--- src/rtl/dbell_pkg.sv ---
package dbell_pkg;
  localparam int unsigned WIN_BITS = 5;            // 32-byte channel window
  localparam logic [4:0]  STAT_OFS = 5'h00;
  localparam logic [4:0]  CLR_OFS  = 5'h08;
  localparam logic [4:0]  SET_OFS  = 5'h0C;
  localparam int unsigned CAP_ADDR = 'hF80;
  localparam int unsigned REQ_ADDR = 'hF88;
  localparam int unsigned RDY_ADDR = 'hF8C;
endpackage

--- src/rtl/dbell_win_dec.sv ---
module dbell_win_dec import dbell_pkg::*; #(
  parameter int unsigned NCH = 2,
  parameter int unsigned AW  = 12
) (
  input  logic [AW-1:0]  addr_i,
  output logic [NCH-1:0] ch_hit_o,
  output logic [4:0]     off_o
);
  localparam int unsigned WB = AW - WIN_BITS;

  assign off_o = addr_i[WIN_BITS-1:0];

  for (genvar c = 0; c < NCH; c++) begin : g_hit
    assign ch_hit_o[c] = (addr_i[AW-1:WIN_BITS] == WB'(c));
  end
endmodule

--- src/rtl/dbell_chan.sv ---
module dbell_chan #(
  parameter int unsigned DW = 32
) (
  input  logic          clk_i,
  input  logic          rst_ni,
  input  logic          set_en_i,
  input  logic [DW-1:0] set_val_i,
  input  logic          clr_en_i,
  input  logic [DW-1:0] clr_val_i,
  output logic [DW-1:0] flag_o,
  output logic          irq_o
);
  logic [DW-1:0] set_m, clr_m;

  assign set_m = set_en_i ? set_val_i : '0;
  assign clr_m = clr_en_i ? clr_val_i : '0;

  // set applied after clear: set wins on a shared bit
  always_ff @(posedge clk_i or negedge rst_ni) begin
    if (!rst_ni) flag_o <= '0;
    else         flag_o <= (flag_o & ~clr_m) | set_m;
  end

  assign irq_o = |flag_o;
endmodule

--- src/rtl/dbell_wake.sv ---
module dbell_wake #(
  parameter int unsigned DLY = 4
) (
  input  logic clk_i,
  input  logic rst_ni,
  input  logic req_wr_i,
  input  logic req_val_i,
  output logic req_o,
  output logic rdy_o
);
  localparam int unsigned CW = (DLY < 2) ? 1 : $clog2(DLY + 1);

  logic [CW-1:0] cnt_q;

  always_ff @(posedge clk_i or negedge rst_ni) begin
    if (!rst_ni) begin
      req_o <= 1'b0;
      rdy_o <= 1'b0;
      cnt_q <= '0;
    end else begin
      if (req_wr_i) req_o <= req_val_i;
      if (!req_o) begin
        rdy_o <= 1'b0;
        cnt_q <= '0;
      end else if (!rdy_o) begin
        if (cnt_q == CW'(DLY - 1)) rdy_o <= 1'b1;
        else                       cnt_q <= cnt_q + 1'b1;
      end
    end
  end
endmodule

--- src/rtl/dbell_mbox.sv ---
module dbell_mbox import dbell_pkg::*; #(
  parameter int unsigned NCH      = 2,
  parameter int unsigned DW       = 32,
  parameter int unsigned AW       = 12,
  parameter int unsigned WAKE_DLY = 4
) (
  input  logic           clk_i,
  input  logic           rst_ni,
  input  logic           tx_sel_i,
  input  logic           tx_write_i,
  input  logic [AW-1:0]  tx_addr_i,
  input  logic [DW-1:0]  tx_wdata_i,
  output logic [DW-1:0]  tx_rdata_o,
  input  logic           rx_sel_i,
  input  logic           rx_write_i,
  input  logic [AW-1:0]  rx_addr_i,
  input  logic [DW-1:0]  rx_wdata_i,
  output logic [DW-1:0]  rx_rdata_o,
  output logic [NCH-1:0] rx_irq_o,
  output logic           rx_awake_o
);
  logic [NCH-1:0]         tx_hit, rx_hit;
  logic [4:0]             tx_off, rx_off;
  logic                   tx_wr, rx_wr, tx_rd, rx_rd, req_wr;
  logic                   wake_req, wake_rdy;
  logic [NCH-1:0][DW-1:0] flags;

  assign tx_wr  = tx_sel_i &  tx_write_i;
  assign tx_rd  = tx_sel_i & ~tx_write_i;
  assign rx_wr  = rx_sel_i &  rx_write_i;
  assign rx_rd  = rx_sel_i & ~rx_write_i;
  assign req_wr = tx_wr & (tx_addr_i == AW'(REQ_ADDR));

  dbell_win_dec #(.NCH(NCH), .AW(AW)) u_tx_dec (
    .addr_i(tx_addr_i), .ch_hit_o(tx_hit), .off_o(tx_off)
  );
  dbell_win_dec #(.NCH(NCH), .AW(AW)) u_rx_dec (
    .addr_i(rx_addr_i), .ch_hit_o(rx_hit), .off_o(rx_off)
  );

  dbell_wake #(.DLY(WAKE_DLY)) u_wake (
    .clk_i, .rst_ni,
    .req_wr_i (req_wr),
    .req_val_i(tx_wdata_i[0]),
    .req_o    (wake_req),
    .rdy_o    (wake_rdy)
  );

  for (genvar c = 0; c < NCH; c++) begin : g_ch
    logic set_en, clr_en;
    assign set_en = tx_wr & wake_rdy & tx_hit[c] & (tx_off == SET_OFS);
    assign clr_en = rx_wr & rx_hit[c] & (rx_off == CLR_OFS);
    dbell_chan #(.DW(DW)) u_chan (
      .clk_i, .rst_ni,
      .set_en_i (set_en),
      .set_val_i(tx_wdata_i),
      .clr_en_i (clr_en),
      .clr_val_i(rx_wdata_i),
      .flag_o   (flags[c]),
      .irq_o    (rx_irq_o[c])
    );
  end

  always_comb begin
    tx_rdata_o = '0;
    if (tx_rd) begin
      if (tx_addr_i == AW'(CAP_ADDR))      tx_rdata_o = DW'(NCH);
      else if (tx_addr_i == AW'(REQ_ADDR)) tx_rdata_o = DW'(wake_req);
      else if (tx_addr_i == AW'(RDY_ADDR)) tx_rdata_o = DW'(wake_rdy);
      else
        for (int c = 0; c < NCH; c++)
          if (tx_hit[c] && tx_off == STAT_OFS) tx_rdata_o = flags[c];
    end
  end

  always_comb begin
    rx_rdata_o = '0;
    if (rx_rd)
      for (int c = 0; c < NCH; c++)
        if (rx_hit[c] && rx_off == STAT_OFS) rx_rdata_o = flags[c];
  end

  assign rx_awake_o = wake_rdy;
endmodule

--- config.mk ---
export PLATFORM = sky130hd
export DESIGN_NAME = dbell_mbox
export DESIGN_NICKNAME = d
export VERILOG_FILES = /design/src/rtl/dbell_pkg.sv /design/src/rtl/dbell_win_dec.sv /design/src/rtl/dbell_chan.sv /design/src/rtl/dbell_wake.sv /design/src/rtl/dbell_mbox.sv
export SDC_FILE = /design/constraint.sdc
export NUM_CORES = 1
export LEC_CHECK = 0
export ABC_AREA = 1
export BUFFER_PORTS_ARGS = -buffer_cell sky130_fd_sc_hd__buf_2
export CAP_MARGIN = 10
export CORE_MARGIN = 4
export CORE_UTILIZATION = 50
export CTS_BUF_LIST = sky130_fd_sc_hd__clkbuf_2
export DETAILED_ROUTE_END_ITERATION = 16
export PLACE_DENSITY = 0.8
export SYNTH_ARGS = -nofsm -noshare
export SYNTH_HDL_FRONTEND = slang
export SYNTH_SLANG_ARGS = --single-unit
export TNS_END_PERCENT = 50
--- constraint.sdc ---
create_clock -name clk_i -period 1.8 [get_ports clk_i]
set_input_delay 0.18 -clock clk_i [delete_from_list [all_inputs] [get_ports clk_i]]
set_output_delay 0.18 -clock clk_i [all_outputs]
set_load 0.03 [all_outputs]
==> results of run 1 <==
[flip-flops by register name (all words and copies together) (netlist names)]
signal	flops
g_ch.u_chan.flag_o	64
u_wake.cnt_q	3
u_wake.rdy_o	1
u_wake.req_o	1
[per-stage QoR]
stage          hold WS [ns]  setup TNS, ns  power, mW  instances
2_1_floorplan        -0.116              0       1.67        614
3_3_place_gp          0.224          -1.92       1.85        878
3_5_place_dp          0.229          -1.82       1.86        878
4_1_cts             0.00209         -0.732       2.98        961
5_1_grt              0.0252          -3.22       3.12        963
6_report             0.0355         -0.795       3.01        963
[critical path: cells and delay by family, from the launching register on]
family | cells | cell delay, ns
flip-flops | 1 | 0.48
buffers and inverters | 2 | 0.29
AND/OR/NAND/NOR | 3 | 0.71
[worst max path at each step]
stage | endpoint | slack, ns | cells past startpoint
global route | rx_irq_o[0] | -0.49 | 5
global placement | rx_rdata_o[0] | -0.15 | 9
detailed placement | rx_rdata_o[0] | -0.16 | 9
finish | rx_irq_o[0] | -0.36 | 5
CTS | rx_irq_o[1] | -0.37 | 5
floorplan | tx_rdata_o[10] | 0.20 | 8
[per-layer routing]
layer | vias to the layer above | part of all wire
met4 | 0 | 0.044
met1 | 2620 | 0.35
met3 | 117 | 0.11
met2 | 490 | 0.49
li1 | 2525 | -
met5 | - | 0
[Yosys cell counts, drive strengths merged]
library cell  number  area share
nor4              17       0.024
nor3               2      0.0032
ha                 2      0.0054
buf               23       0.042
a21boi             1      0.0016
dfrtp             69        0.37
o21bai             1      0.0016
nand4              6      0.0081
nand2             95       0.078
inv               87       0.071
nor2              22       0.022
o21a               1      0.0016
clkbuf            17       0.014
a21oi             64       0.093
nand3b             1      0.0016
nand3             70        0.11
or2                2      0.0027
nor2b              1      0.0014
o21ai            132        0.14
and2               1      0.0019
[placed cells by master (no fill, tap or decap), types with 3 or more instances in the layout]
master,count
o21ai_0,132
buf_2,118
nand2_1,92
inv_1,86
dfrtp_1,68
dlygate4sd3_1,64
buf_4,43
a21oi_2,38
nand3_1,35
nand3_2,34
buf_6,27
a21oi_1,26
nor2_1,12
nor4_1,9
clkbuf_2,9
nor2_2,8
nor4_2,7
nand4_1,6
buf_12,6
clkbuf_4,5
nand2_2,3
[area by class of cell]
cell class,instances,area share
timing repair buffer,265,0.301
tap,108,0.0197
sequential,69,0.252
inverter,87,0.0477
clock buffer,9,0.00657
clock inverter,7,0.0130
multi-input combinational,418,0.359
[where the power goes]
part | leakage [nW] | switching [mW] | internal (mW)
Clock | 0.0774 | 0.595 | 0.453
Sequential | 0.963 | 0.000306 | 1.55
Combinational | 2.13 | 0.207 | 0.202
[logic make-up (layout without fill, tap and decap cells)]
family	Yosys count	in the layout
adder cells (fa/ha/maj)	2	2
AO/OA/AOI/OAI	199	199
buffers and inverters	127	368
flip-flops	69	69
AND/OR/NAND/NOR	217	217
[repair_timing]
item	CTS	global route
setup buffers	3	2
cloned	0	2
hold buffers	64	0
setup endpoints to repair	35	64
resized for setup	14	121
hold endpoints to repair	134	0
pin swaps	4	9
==> results_dict.tcl, run 1 <==
set metrics [dict create \
    ys_seq_area_frac 0.373 \
    status "finished with violations" \
    yosys.area_share.simple 0.254 \
    r2r_end "g_ch[0].u_chan.flag_o[20]" \
    rsz0062_at_grt "yes" \
    antenna_cells 0 \
    clkLatencyLatePin_ns 0.52 \
    ys_ff_latch 69 \
    die-area_um2 10900 \
    syn_area_um2 4630 \
    via_per_inst 5.97 \
    yosys.cell_types.count 31 \
    setup_viol 3 \
    end_kind "output port" \
    critPathLaunchType "flip-flop" \
    min_period_ns 2.16 \
    powerDensity_nw_per_um2 439 \
    worst_pin_slew_ns 0.585 \
    seq_area_um2 1730 \
    cts_sinks 69 \
    nets 946 \
    synth_nets 710 \
    ys.warnings.count 0 \
    slew_viol_final 0 \
    grt_use_met3 0.0888 \
    io_pins 161 \
    grt_antenna_before_repair 0 \
    slowest_stage "dfrtp_1" \
    multi_input_area_um2 2460 \
    cp.required_ns 1.62 \
    core_um2 8850 \
    grt_usage 0.312 \
    overflow 0 \
    synthAdderAreaFrac 0.00540 \
    max_slew_margin 0.610 \
    violations "setup timing" \
    dieWidth_um 104 \
    fillers 589 \
    grt_pass1_wl_um 27700 \
    placed_cell_area_um2 5660 \
    min_path_cells 4 \
    io_buffers 160 \
    grt.met2_usage 0.527 \
    syn-mean-instance-area_um2 7.54 \
    period_share 1.20 \
    synth_top_family_by_area "simple AND/OR/NAND/NOR gates" \
    min_from "rx_wdata_i[28]" \
    slowest_delay_ns 0.48 \
    power.leakage_nw 3.17 \
    fmax_mhz 462 \
    drive_above_1_share 0.371 \
    critical_path.max_fanout 2 \
    drc 0 \
    cts_made_buffers 9 \
    pre_cts_slack_ns -0.156 \
    r2r_cells 5 \
    grt_pass1_vias 5793 \
    initial_core_util 0.523 \
    wl_per_cell_um 18.7 \
    cts_tree "built" \
    hpwl_um 11400 \
    cts.reportedPaths.clkPinSlew_ns 0.19 \
    synth_compound_area_frac 0.241 \
    first_iter_violations 543 \
    met1_usage 0.371 \
    min_to "g_ch[0].u_chan.flag_o[28]" \
    utilization 0.774 \
    num_vias 5752 \
    ir_worst_vdd_v 0.000282 \
    die_height_um 104 \
    postLayoutCellArea_um2 6850 \
    cp.arrival_ns 1.98 \
    worstSetupStartpoint "g_ch[0].u_chan.flag_o[14]" \
    clockRootBuffer "clkbuf_2" \
    hold_path_class "in -> reg" \
    synth_cells 614 \
    drt_wl_total_um 18000 \
    reg2reg_from "u_wake.rdy_o" \
    first_pass_iters 5 \
    cp_cell_sequence "nor4_4 > buf_4 > nand4_1 > or2_4 > buf_6" \
    synth_mux_area_frac 0 \
    antenna_left 0 \
    synthToLayoutAreaGrowth_pct 48.0 \
    top_usage_layer "met2" \
    grt_start_max_net_pins 70 \
    hold_violations 0 \
    cts_max_path_buffers 2 \
    cap_viol_max_count 0 \
    finalWeightedCongestion 0.890 \
    finClkSkew_ns 0.0352 \
    h-tree-depth 3 \
    synth_xor_area_frac 0 \
    rows 34 \
    worst_slack_ns -0.362 \
    critical_path_class "reg -> out" \
    r2r_setup_slack_ns 0.32 \
]
Power figures use the tool's default switching activity.
==> run 2: changes to the inputs <==
Settings changed: ABC_AREA 1 to unset, PLACE_DENSITY 0.8 to 0.81.
==> run 2 against run 1 <==
The flow still finishes with violations (setup timing). Hold slack worse by 0.016 ns. Largest power group unchanged. Count of clock-buffer cells in the layout did not move. Setup slack got worse by 0.051 ns. Critical path depth decreased by 1. First-iteration DRC count is 2.2% higher. Synthesized cell count is 19% lower. Routed wire length is 4.8% higher. Die area is 5.6% lower. Total power up 8.3%. Clock power up 17%. Non-clock buffer count rose by 7.
==> results_dict.tcl, run 2 <==
set metrics [dict create \
    status "finished with violations" \
    violations "setup timing" \
    drive_above_1_share 0.392 \
    cp.arrival_ns 2.03 \
    io_buffers 160 \
    fillers 414 \
    syn-mean-instance-area_um2 8.78 \
    antenna_left 0 \
    period_share 1.23 \
    syn_area_um2 4350 \
    ys_ff_latch 69 \
    hold_violations 0 \
    placed_cell_area_um2 5300 \
    utilization 0.844 \
    hpwl_um 9890 \
    grt_start_max_net_pins 70 \
    nets 833 \
    power_mw 3.26 \
    slew_viol_final 0 \
    layoutNonFillerInstCount 848 \
    min_path_cells 4 \
    final_cell_mix "buf_2 (121), nand2_1 (102), dfrtp_1 (66)" \
    h-tree-depth 3 \
    grt_pass1_vias 5048 \
    rsz0062_at_grt "yes" \
    drt_wl_total_um 18900 \
    yosys.cell_types.count 39 \
    cp_cell_sequence "nor4_2 > nand4_1 > or2_4 > buf_6" \
    initial_core_util 0.521 \
    powerDensity_nw_per_um2 463 \
    grt_usage 0.301 \
    overflow 0 \
    cts_max_path_buffers 2 \
    power.leakage_nw 3.38 \
    slowest_delay_ns 0.49 \
    placed_cells 742 \
    ir_worst_vdd_v 0.000294 \
    cts.reportedPaths.clkPinSlew_ns 0.20 \
    ys.warnings.count 0 \
    drc 0 \
    reg2reg_from "u_wake.rdy_o" \
    postLayoutCellArea_um2 7040 \
    critPathLaunchType "flip-flop" \
    die_height_um 101 \
    min_from "rx_write_i" \
    min_to "g_ch[0].u_chan.flag_o[31]" \
    synthArstFlopShare 1.00 \
    num_vias 5438 \
    synth_most_common_cell "nand2_1" \
    slowest_stage "dfrtp_1" \
    synth_nets 591 \
    r2r_cells 6 \
    critical_path.max_fanout 4 \
    finClkSkew_ns 0.0258 \
    netlist.area_leader.share 0.397 \
    min_period_ns 2.21 \
    clkLatencyLatePin_ns 0.54 \
    synth_enable_flop_cells 0 \
    first_pass_iters 6 \
    hold_path_class "in -> reg" \
    critical_path_class "reg -> out" \
    finalWeightedCongestion 0.897 \
    synthToLayoutAreaGrowth_pct 61.8 \
    clockRootBuffer "clkbuf_2" \
    rows 33 \
    r2r_end "g_ch[1].u_chan.flag_o[5]" \
    grt_antenna_before_repair 1 \
    cp.required_ns 1.62 \
    whs_ns 0.0197 \
    worst_slack_ns -0.414 \
    r2r_setup_slack_ns 0.25 \
    core_um2 8340 \
    die-area_um2 10300 \
    cts_made_buffers 9 \
    tns_ns -6.10 \
    largest_registers "g_ch.u_chan.flag_o (64), u_wake.cnt_q (3)" \
    synth_cells 495 \
    cap_viol_max_count 0 \
    dieWidth_um 101 \
    cts_tree "built" \
    synth_ff_type "dfrtp_1" \
    max_slew_margin 0.708 \
    grt_pass1_wl_um 24400 \
    fmax_mhz 452 \
    cts_sinks 69 \
    yosys-top-cells-area "dfrtp_1 (40%), mux2i_1 (15%), nand2_1 (8.8%)" \
    largest_register_ffs 64 \
    ys_seq_area_frac 0.397 \
    via_per_inst 6.41 \
    setup_viol 41 \
    wl_per_cell_um 22.2 \
    yosysTopAreaCell "dfrtp_1" \
    pre_cts_slack_ns -0.0348 \
    netlist_top_cells_count "nand2_1 (102), dfrtp_1 (69), nor2_1 (65)" \
    io_pins 161 \
    final_common_cell "buf_2" \
    largest-register "g_ch.u_chan.flag_o" \
    worst_pin_slew_ns 0.429 \
    end_kind "output port" \
    first_iter_violations 555 \
]
-- run 2: cell count changes after synthesis, moves of 9 or more --
cell     previous run  this run
o21ai_0           132         1
inv_1              86         2
mux2i_1             0        63
nor2_1             18        65
a21oi_1            34         1
nand3_1            39         6
or3_1               0        33
a22o_1              0        32
o31ai_1             0        32
a21oi_2            30         0
nand3_2            30         0
nand2_1            93       102
-- run 2: logic make-up after synthesis --
family | share of synthesized area
AO/OA/AOI/OAI | 0.130
XOR/XNOR | 0.00201
adder cells (fa/ha/maj) | 0.00575
buffers and inverters | 0.0498
flip-flops | 0.397
multiplexers | 0.148
AND/OR/NAND/NOR | 0.268
-- run 2: layout make-up --
class	instances	area (µm²)	share of cell area
multi-input cells	383	2840	0.403
repair buffers	272	2160	0.307
flip-flops and latches	69	1730	0.246
well taps	105	131	0.0187
clock inverters	7	120	0.0171
clock buffers	9	45.0	0.00640
inverters	2	7.51	0.00107
diodes	1	2.50	0.000356
-- run 2: where the power goes --
part	total (mW)	internal, mW	switching [mW]	leakage [nW]
registers	1.55	1.55	0.0000670	0.960
logic	0.475	0.239	0.235	2.32
clock network	1.23	0.605	0.626	0.0929
-- run 2: how the worst max path moves through the flow --
stage / to / cells past startpoint / slack (ns) / from
after floorplan: rx_rdata_o[10] / 6 / 0.04 / rx_addr_i[6]
after global placement: rx_rdata_o[16] / 7 / -0.03 / rx_addr_i[6]
after detailed placement: rx_rdata_o[6] / 7 / -0.03 / rx_addr_i[6]
after CTS: rx_irq_o[0] / 4 / -0.29 / g_ch[0].u_chan.flag_o[13]
after global routing: rx_irq_o[1] / 4 / -0.47 / g_ch[1].u_chan.flag_o[23]
final: rx_irq_o[1] / 4 / -0.41 / g_ch[1].u_chan.flag_o[23]
-- run 2: per-layer routing --
layer / vias to the layer above / part of all wire / wire, µm / track usage
met4: 0 / 0.081 / 1540 / 0.208
met5: - / 0 / 0 / 0
met1: 2567 / 0.33 / 6320 / 0.357
li1: 2266 / - / - / -
met2: 449 / 0.49 / 9170 / 0.495
met3: 156 / 0.097 / 1840 / 0.0530
-- run 2: repair_timing --
| item | 4_1_cts | 5_1_grt |
|---|---|---|
| hold buffers | 65 | 0 |
| hold endpoints to repair | 134 | 0 |
| pin swaps | 8 | 34 |
| endpoints found under the setup margin | 35 | 58 |
| buffers inserted | 12 | 9 |
| cloned | 0 | 3 |
| resized for setup | 23 | 182 |
-- run 2: worst max-delay path: cells and delay by family, from the launching register on --
family	cells	cell delay (ns)
buf+inv	1	0.14
flops	1	0.49
simple gates	3	0.87
